--- config.mk ---
export PLATFORM = sky130hd
export DESIGN_NAME = instr_prefetch_queue
export DESIGN_NICKNAME = d
export VERILOG_FILES = /design/src/rtl/pfq_pkg.sv /design/src/rtl/pfq_ctrl.sv /design/src/rtl/pfq_data.sv /design/src/rtl/instr_prefetch_queue.sv
export SDC_FILE = /design/constraint.sdc
export NUM_CORES = 1
export LEC_CHECK = 0
export ABC_CLOCK_PERIOD_IN_PS = 11200
export BUFFER_PORTS_ARGS = -buffer_cell sky130_fd_sc_hd__buf_2
export CELL_PAD_IN_SITES_DETAIL_PLACEMENT = 1
export CELL_PAD_IN_SITES_GLOBAL_PLACEMENT = 2
export CORE_UTILIZATION = 30
export CTS_CLUSTER_SIZE = 30
export DETAILED_ROUTE_END_ITERATION = 8
export PLACE_DENSITY = 0.76
export SYNTH_ARGS = -nofsm -noshare
export SYNTH_HDL_FRONTEND = slang
export SYNTH_HIERARCHICAL = 1
export SYNTH_SLANG_ARGS = --single-unit
--- constraint.sdc ---
create_clock -name clk -period 11.2 [get_ports clk]
set_input_delay 0.56 -clock clk [delete_from_list [all_inputs] [get_ports clk]]
set_output_delay 0.56 -clock clk [all_outputs]
set_load 0.02 [all_outputs]
--- src/rtl/pfq_pkg.sv ---
package pfq_pkg;
  // Width of byte counters inside the queue; supports depths up to 15.
  localparam int QCNT_W = 4;

  typedef struct packed {
    logic              clear;      // drop all held bytes
    logic [QCNT_W-1:0] shiftBy;    // bytes removed from the head this clock
    logic [QCNT_W-1:0] wrBase;     // slot where appended bytes begin
    logic [1:0]        wrBytes;    // bytes appended this clock (0..2)
    logic              wrHighOnly; // odd pointer: append the upper lane only
  } pfq_ctl_t;
endpackage

--- src/rtl/pfq_ctrl.sv ---
module pfq_ctrl
  import pfq_pkg::*;
#(
  parameter int DEPTH      = 5,
  parameter int ADDR_W     = 16,
  parameter int RESET_ADDR = 0
) (
  input  logic              clk,
  input  logic              rstN,
  input  logic              flushValid,
  input  logic [ADDR_W-1:0] flushAddr,
  input  logic              popValid,
  input  logic [1:0]        popSize,
  output logic              popReady,
  output logic [1:0]        peekCount,
  output logic              fetchReq,
  output logic [ADDR_W-1:0] fetchAddr,
  input  logic              fetchGrant,
  output pfq_ctl_t          ctl
);
  localparam logic [QCNT_W-1:0] DEPTH_C = QCNT_W'(DEPTH);

  logic [QCNT_W-1:0] count;
  logic [QCNT_W-1:0] freeSlots;
  logic [QCNT_W-1:0] popBytes;
  logic [QCNT_W-1:0] wrCount;
  logic [ADDR_W-1:0] fetchPtr;
  logic              doFetch;
  logic              doPop;

  assign freeSlots = DEPTH_C - count;
  assign fetchReq  = !flushValid && (freeSlots >= QCNT_W'(2));
  assign fetchAddr = {fetchPtr[ADDR_W-1:1], 1'b0};
  assign doFetch   = fetchReq && fetchGrant;

  assign popReady  = !flushValid && ({{(QCNT_W-2){1'b0}}, popSize} <= count);
  assign doPop     = popValid && popReady;
  assign popBytes  = doPop ? {{(QCNT_W-2){1'b0}}, popSize} : '0;

  assign wrCount   = doFetch ? (fetchPtr[0] ? QCNT_W'(1) : QCNT_W'(2)) : '0;
  assign peekCount = (count >= QCNT_W'(3)) ? 2'd3 : count[1:0];

  always_comb begin
    ctl.clear      = flushValid;
    ctl.shiftBy    = popBytes;
    ctl.wrBase     = count - popBytes;
    ctl.wrBytes    = wrCount[1:0];
    ctl.wrHighOnly = fetchPtr[0];
  end

  always_ff @(posedge clk) begin
    if (!rstN) begin
      count    <= '0;
      fetchPtr <= ADDR_W'(RESET_ADDR);
    end else if (flushValid) begin
      count    <= '0;
      fetchPtr <= flushAddr;
    end else begin
      count    <= count - popBytes + wrCount;
      if (doFetch) fetchPtr <= fetchPtr + ADDR_W'(wrCount);
    end
  end


  occupancy_bound_chk: assert property (@(posedge clk) disable iff (!rstN)
    count <= DEPTH_C);


  flush_restart_chk: assert property (@(posedge clk) disable iff (!rstN)
    flushValid |=> (count == '0) && (fetchPtr == $past(flushAddr)));


  refused_pop_chk: assert property (@(posedge clk) disable iff (!rstN)
    (!flushValid && popValid && !popReady && !doFetch) |=> $stable(count));


  odd_realign_chk: assert property (@(posedge clk) disable iff (!rstN)
    (!flushValid && doFetch && fetchPtr[0]) |=> !fetchPtr[0]);
endmodule

--- src/rtl/pfq_data.sv ---
module pfq_data
  import pfq_pkg::*;
#(
  parameter int DEPTH = 5
) (
  input  logic        clk,
  input  logic        rstN,
  input  pfq_ctl_t    ctl,
  input  logic [15:0] wrData,
  output logic [23:0] peekData
);
  logic [7:0] q   [DEPTH];
  logic [7:0] nxt [DEPTH];
  logic [7:0] headAfterPop;

  function automatic logic [7:0] pickByte(input logic [7:0] arr [DEPTH],
                                          input logic [QCNT_W-1:0] idx);
    logic [7:0] r;
    r = '0;
    for (int j = 0; j < DEPTH; j++)
      if (idx == QCNT_W'(j)) r = arr[j];
    return r;
  endfunction

  always_comb begin
    for (int i = 0; i < DEPTH; i++) begin
      logic [QCNT_W-1:0] lane;
      lane   = QCNT_W'(i);
      nxt[i] = q[i];
      if (!ctl.clear) begin
        if (lane < ctl.wrBase)
          nxt[i] = pickByte(q, lane + ctl.shiftBy);
        else if (ctl.wrBytes != 2'd0 && lane == ctl.wrBase)
          nxt[i] = ctl.wrHighOnly ? wrData[15:8] : wrData[7:0];
        else if (ctl.wrBytes == 2'd2 && lane == QCNT_W'(ctl.wrBase + 1'b1))
          nxt[i] = wrData[15:8];
      end
    end
  end

  always_ff @(posedge clk) begin
    for (int i = 0; i < DEPTH; i++) begin
      if (!rstN) q[i] <= '0;
      else       q[i] <= nxt[i];
    end
  end

  for (genvar g = 0; g < 3; g++) begin : g_peek
    assign peekData[8*g +: 8] = q[g];
  end

  assign headAfterPop = pickByte(q, ctl.shiftBy);


  head_shift_chk: assert property (@(posedge clk) disable iff (!rstN)
    (!ctl.clear && ctl.wrBase != '0) |=> q[0] == $past(headAfterPop));


  low_lane_first_chk: assert property (@(posedge clk) disable iff (!rstN)
    (!ctl.clear && ctl.wrBase == '0 && ctl.wrBytes == 2'd2)
      |=> q[0] == $past(wrData[7:0]) && q[1] == $past(wrData[15:8]));
endmodule

--- src/rtl/instr_prefetch_queue.sv ---
module instr_prefetch_queue
  import pfq_pkg::*;
#(
  parameter int DEPTH      = 5,
  parameter int ADDR_W     = 16,
  parameter int RESET_ADDR = 0
) (
  input  logic              clk,
  input  logic              rstN,
  input  logic              flushValid,
  input  logic [ADDR_W-1:0] flushAddr,
  input  logic              popValid,
  input  logic [1:0]        popSize,
  output logic              popReady,
  output logic [23:0]       peekData,
  output logic [1:0]        peekCount,
  output logic              fetchReq,
  output logic [ADDR_W-1:0] fetchAddr,
  input  logic              fetchGrant,
  input  logic [15:0]       fetchData
);
  pfq_ctl_t ctl;

  pfq_ctrl #(.DEPTH(DEPTH), .ADDR_W(ADDR_W), .RESET_ADDR(RESET_ADDR)) u_ctrl (
    .clk(clk), .rstN(rstN),
    .flushValid(flushValid), .flushAddr(flushAddr),
    .popValid(popValid), .popSize(popSize), .popReady(popReady),
    .peekCount(peekCount),
    .fetchReq(fetchReq), .fetchAddr(fetchAddr), .fetchGrant(fetchGrant),
    .ctl(ctl)
  );

  pfq_data #(.DEPTH(DEPTH)) u_data (
    .clk(clk), .rstN(rstN), .ctl(ctl),
    .wrData(fetchData), .peekData(peekData)
  );
endmodule

==> results_tabular.tex <==
\begin{tabular}{lr}
\hline
Metric & Value \\
\hline
\multicolumn{2}{l}{\textbf{Die}} \\
\quad Area of the die & approximately 19,000 sq um \\
\quad Floorplan die height & 136 um \\
\quad Initial Utilization & a little under a third \\
\quad Core area & around 17,000 sq um \\
\quad Number of ports placed on the die boundary & 83 \\
\quad Die width & approximately 140 um \\
\quad Row cnt & 48 \\
\multicolumn{2}{l}{\textbf{Timing}} \\
\quad Total Neg Setup Slack & 0 ns \\
\quad Highest achievable clock rate & roughly 180 MHz \\
\quad Ratio of final minimum period to clock period & between 50 and 60\% \\
\quad Hold violation total from the final report & 0 \\
\quad Clock skew & 0.0113 ns \\
\quad Final setup violating endpoints & 0 \\
\quad Transition time at the pin with the least slew margin & 1.18 ns \\
\quad Number of slew-limit violations in the final report & 0 \\
\quad Minimum clock period after layout & around 5.6 ns \\
\quad RSZ-0062 raised after global routing & false \\
\quad Remaining max-slew budget at the tightest pin & between 20\% and 30\% \\
\multicolumn{2}{l}{\textbf{Flow run}} \\
\quad Number of max-cap violations & 0 \\
\multicolumn{2}{l}{\textbf{Place}} \\
\quad Number of buffer cells added on primary ports & 81 \\
\quad Post-DP HPWL & about 16 mm \\
\quad Placed cell area & between 5000 and 6000 sq um \\
\quad Placer's final routability congestion estimate & around 0.92 \\
\multicolumn{2}{l}{\textbf{Global route}} \\
\quad Total congestion overflow & 0 \\
\quad Vias in the first global route & roughly 5,600 \\
\quad Initial antenna violation count & 0 \\
\quad Largest net degree at the start of global routing & 56 \\
\quad All-Layer GR Usage & 23.9\% \\
\quad First-pass GRT wire length & 33.7 mm \\
\multicolumn{2}{l}{\textbf{Clocking}} \\
\quad Post-cts hold buffer count & 0 \\
\quad Depth of the CTS H-tree & 3 \\
\quad Clock transition at path regs & approximately 0.050 ns \\
\quad Clock tree buffer depth & 2 \\
\quad TritonCTS clock tree & done \\
\quad Total number of clock tree sinks & 60 \\
\quad Root buffer cell & sky130\_fd\_sc\_hd\_\_clkbuf\_16 \\
\quad Worst skew pair latency & between 0.3 and 0.4 ns \\
\quad Number of gates given a new drive strength after cts & 0 \\
\quad Number of setup buffers added after CTS & 0 \\
\quad CTS Buf Count & 9 \\
\multicolumn{2}{l}{\textbf{Worst setup path}} \\
\quad CP bufs+invs & 3 \\
\quad Slowest stage delay, CP & roughly 0.9 ns \\
\quad Type of destination of the critical path & flop \\
\quad Number of logic stages on the critical path including buffering & 16 \\
\quad Slack of the worst reg-to-reg path & around 5.6 ns \\
\quad List of cells traversed by the critical path & inv\_1 -> ha\_1 -> a21oi\_1 -> a2111oi\_0 -> nor2\_1 -> and3\_1 -> buf\_4 -> ha\_1 -> inv\_1 -> fa\_1 -> xnor2\_1 -> or2\_0 -> a21oi\_2 -> o41a\_1 -> o21ai\_0 -> a31oi\_1 \\
\quad WS Path Type & reg2reg \\
\quad Required time at the endpoint of the critical path & 11.39 ns \\
\quad Critical path fanouts, max & 40 \\
\quad Logic depth of the worst register-to-register path & 16 \\
\quad Worst path arrival time & 5.79 ns \\
\quad Slowest stage cell on the critical path & sky130\_fd\_sc\_hd\_\_or2\_0 \\
\quad Gate family responsible for the most delay along the worst path & compound AO/OA/AOI/OAI gates \\
\quad Launching element type of the critical path & flop \\
\multicolumn{2}{l}{\textbf{Min path}} \\
\quad Worst hold stages & 3 \\
\quad Worst min-delay path category & in2reg \\
\multicolumn{2}{l}{\textbf{Yosys}} \\
\quad Area share of the largest cell type after synthesis & $\sim$22\% \\
\quad Yosys top cell by area & sky130\_fd\_sc\_hd\_\_dfxtp\_1 \\
\quad Synth Cell Area & approximately 5400 sq um \\
\quad Count of unique library cells instantiated by Yosys & 78 \\
\quad Cell types with the largest area share after synthesis & sky130\_fd\_sc\_hd\_\_dfxtp\_1 22\%, sky130\_fd\_sc\_hd\_\_o21ai\_0 4.5\%, sky130\_fd\_sc\_hd\_\_buf\_4 4.0\%, sky130\_fd\_sc\_hd\_\_nand2\_1 4.0\%, sky130\_fd\_sc\_hd\_\_a21oi\_1 3.6\% \\
\quad Share of synthesized registers carrying an async set or reset & 0\% \\
\quad Yosys warning count & 6 \\
\quad Post-synth top flop & sky130\_fd\_sc\_hd\_\_dfxtp\_1 \\
\quad Post-synth EDFFs & 0 \\
\quad Number of storage elements in the synthesis netlist & 60 \\
\quad Synthesized instance count & around 700 \\
\quad Dominant cell by count in the synthesized netlist & sky130\_fd\_sc\_hd\_\_dfxtp\_1 \\
\quad Fraction of the yosys area taken by sequential cells & 22.2\% \\
\quad Leading cell types by count after synthesis & 60 x sky130\_fd\_sc\_hd\_\_dfxtp\_1, 58 x sky130\_fd\_sc\_hd\_\_nand2\_1, 49 x sky130\_fd\_sc\_hd\_\_o21ai\_0, 39 x sky130\_fd\_sc\_hd\_\_a21oi\_1, 29 x sky130\_fd\_sc\_hd\_\_buf\_4 \\
\quad Average cell area after synthesis & 7.87 sq um \\
\multicolumn{2}{l}{\textbf{Routing}} \\
\quad Post-DRT Antenna Nets & 0 \\
\quad Wire length after detailed routing & 21.8 mm \\
\quad Drt pass-1 iters & 5 \\
\quad Vias post-DR & around 5,700 \\
\quad Via count normalized by instance count & just over 6 \\
\quad Starting DRC count in detailed routing & around 630 \\
\quad DRC violations left & 0 \\
\quad Wire length per cell after detailed routing & between 20 and 25 um \\
\multicolumn{2}{l}{\textbf{Layout}} \\
\quad Number of nets in the final layout & approximately 760 \\
\quad Synth-to-layout area growth & 9.76\% \\
\quad Post-route cell area & approximately 6000 sq um \\
\quad Fraction of layout cells with a size suffix above 1 & between 10\% and 20\% \\
\quad Diodes inserted & 0 \\
\multicolumn{2}{l}{\textbf{Power}} \\
\quad Maximum vdd drop & 0.0716 mV \\
\quad Leak Pwr & 2.18 nW \\
\quad Power density over the cells & about 150 nW/um\^{}2 \\
\multicolumn{2}{l}{\textbf{Status}} \\
\quad Run status & complete, no violations \\
\hline
\end{tabular}
==> cell usage in the layout, fill, tap and decap left out, drive strengths merged, types with 4 or more instances in the layout <==
master,instances
nor2,25
mux2i,18
a41o,7
o22ai,24
a22oi,17
o311ai,6
a211oi,22
dfxtp,60
nand3,18
nor4,4
nand2b,11
and2,6
a21oi,43
mux2,11
ha,11
clkbuf,13
or2,4
and3,13
o21ai,62
xnor2,15
a211o,7
nor3,15
nor2b,8
buf,85
o211a,9
inv,17
a222oi,8
a31oi,18
nand2,58
nand4,4
a22o,8
nor4b,4
a32oi,4
or3,5
xor2,5
o211ai,20
==> cell type report <==
class,count,area [sq um]
Inverter,18,67.6
Multi-Input combinational cell,530,3680
Clock buffer,13,250
Timing Repair Buffer,85,435
Tap cell,225,282
Clock inverter,2,35.0
Fill cell,2115,11500
Sequential cell,60,1200
==> metal layers <==
| layer | vias up | GRT usage (%) | part of all wire, % |
|---|---|---|---|
| met3 | 30 | 4.85 | 7.0 |
| met1 | 2793 | 32.4 | 45 |
| met4 | 0 | 6.54 | 1.6 |
| li1 | 2646 | - | - |
| met5 | - | 0 | 0 |
| met2 | 252 | 38.0 | 46 |
==> logic make-up (layout without fill, tap and decap cells) <==
group / count (synthesis) / after routing / share of synthesized area [%]
AOI/OAI and AO/OA: 277 / 277 / 35.9
and+or+nand+nor: 185 / 185 / 18.3
buffers and inverters: 101 / 118 / 10.1
DFF: 60 / 60 / 22.2
muxes: 31 / 31 / 6.44
xor gates and xnor gates: 20 / 20 / 3.37
adders and majority gates: 14 / 14 / 3.65
other: 1 / 3 / 0.0692
==> registers in the layout, indices dropped and copies added (netlist names) <==
register	count
u_data/peekData	24
u_ctrl/fetchPtr	16
u_data/q	16
u_ctrl/count	4
==> final timing paths <==
kind,startpoint,to
max,u_ctrl/count[1],u_data/peekData[23]
min,flushAddr[1],u_ctrl/fetchPtr[1]
max reg2reg,u_ctrl/count[1],u_data/peekData[23]
min reg2reg,u_data/q[12],u_data/q[12]
==> worst reg2reg max path, cell delays in order (launching register included) <==
cell	delay, ns
sky130_fd_sc_hd__dfxtp_1	0.49
sky130_fd_sc_hd__inv_1	0.09
sky130_fd_sc_hd__ha_1	0.29
sky130_fd_sc_hd__a21oi_1	0.13
sky130_fd_sc_hd__a2111oi_0	0.08
sky130_fd_sc_hd__nor2_1	0.21
sky130_fd_sc_hd__and3_1	0.19
sky130_fd_sc_hd__buf_4	0.42
sky130_fd_sc_hd__ha_1	0.25
sky130_fd_sc_hd__inv_1	0.07
sky130_fd_sc_hd__fa_1	0.38
sky130_fd_sc_hd__xnor2_1	0.74
sky130_fd_sc_hd__or2_0	0.93
sky130_fd_sc_hd__a21oi_2	0.22
sky130_fd_sc_hd__o41a_1	0.62
sky130_fd_sc_hd__o21ai_0	0.29
sky130_fd_sc_hd__a31oi_1	0.06
==> power breakdown <==
group / internal (mW) / leakage (nW) / switching [mW]
clock: 0.177 / 0.140 / 0.105
sequential: 0.242 / 0.492 / 0.0520
combinational: 0.110 / 1.55 / 0.212
total: 0.530 / 2.18 / 0.369
==> stage by stage <==
stage	std cells	power (mW)	hold WS, ns	setup WS [ns]	utilization [%]
2_1_floorplan	691	0.524	0.455	7.20	-
3_3_place_gp	918	0.602	0.494	5.79	32.4
3_5_place_dp	918	0.609	0.514	5.55	32.4
4_1_cts	933	0.892	0.453	5.64	34.1
5_1_grt	933	0.940	0.491	5.12	34.1
6_report	933	0.899	0.456	5.60	34.1
(Power assumes the default switching activity.)
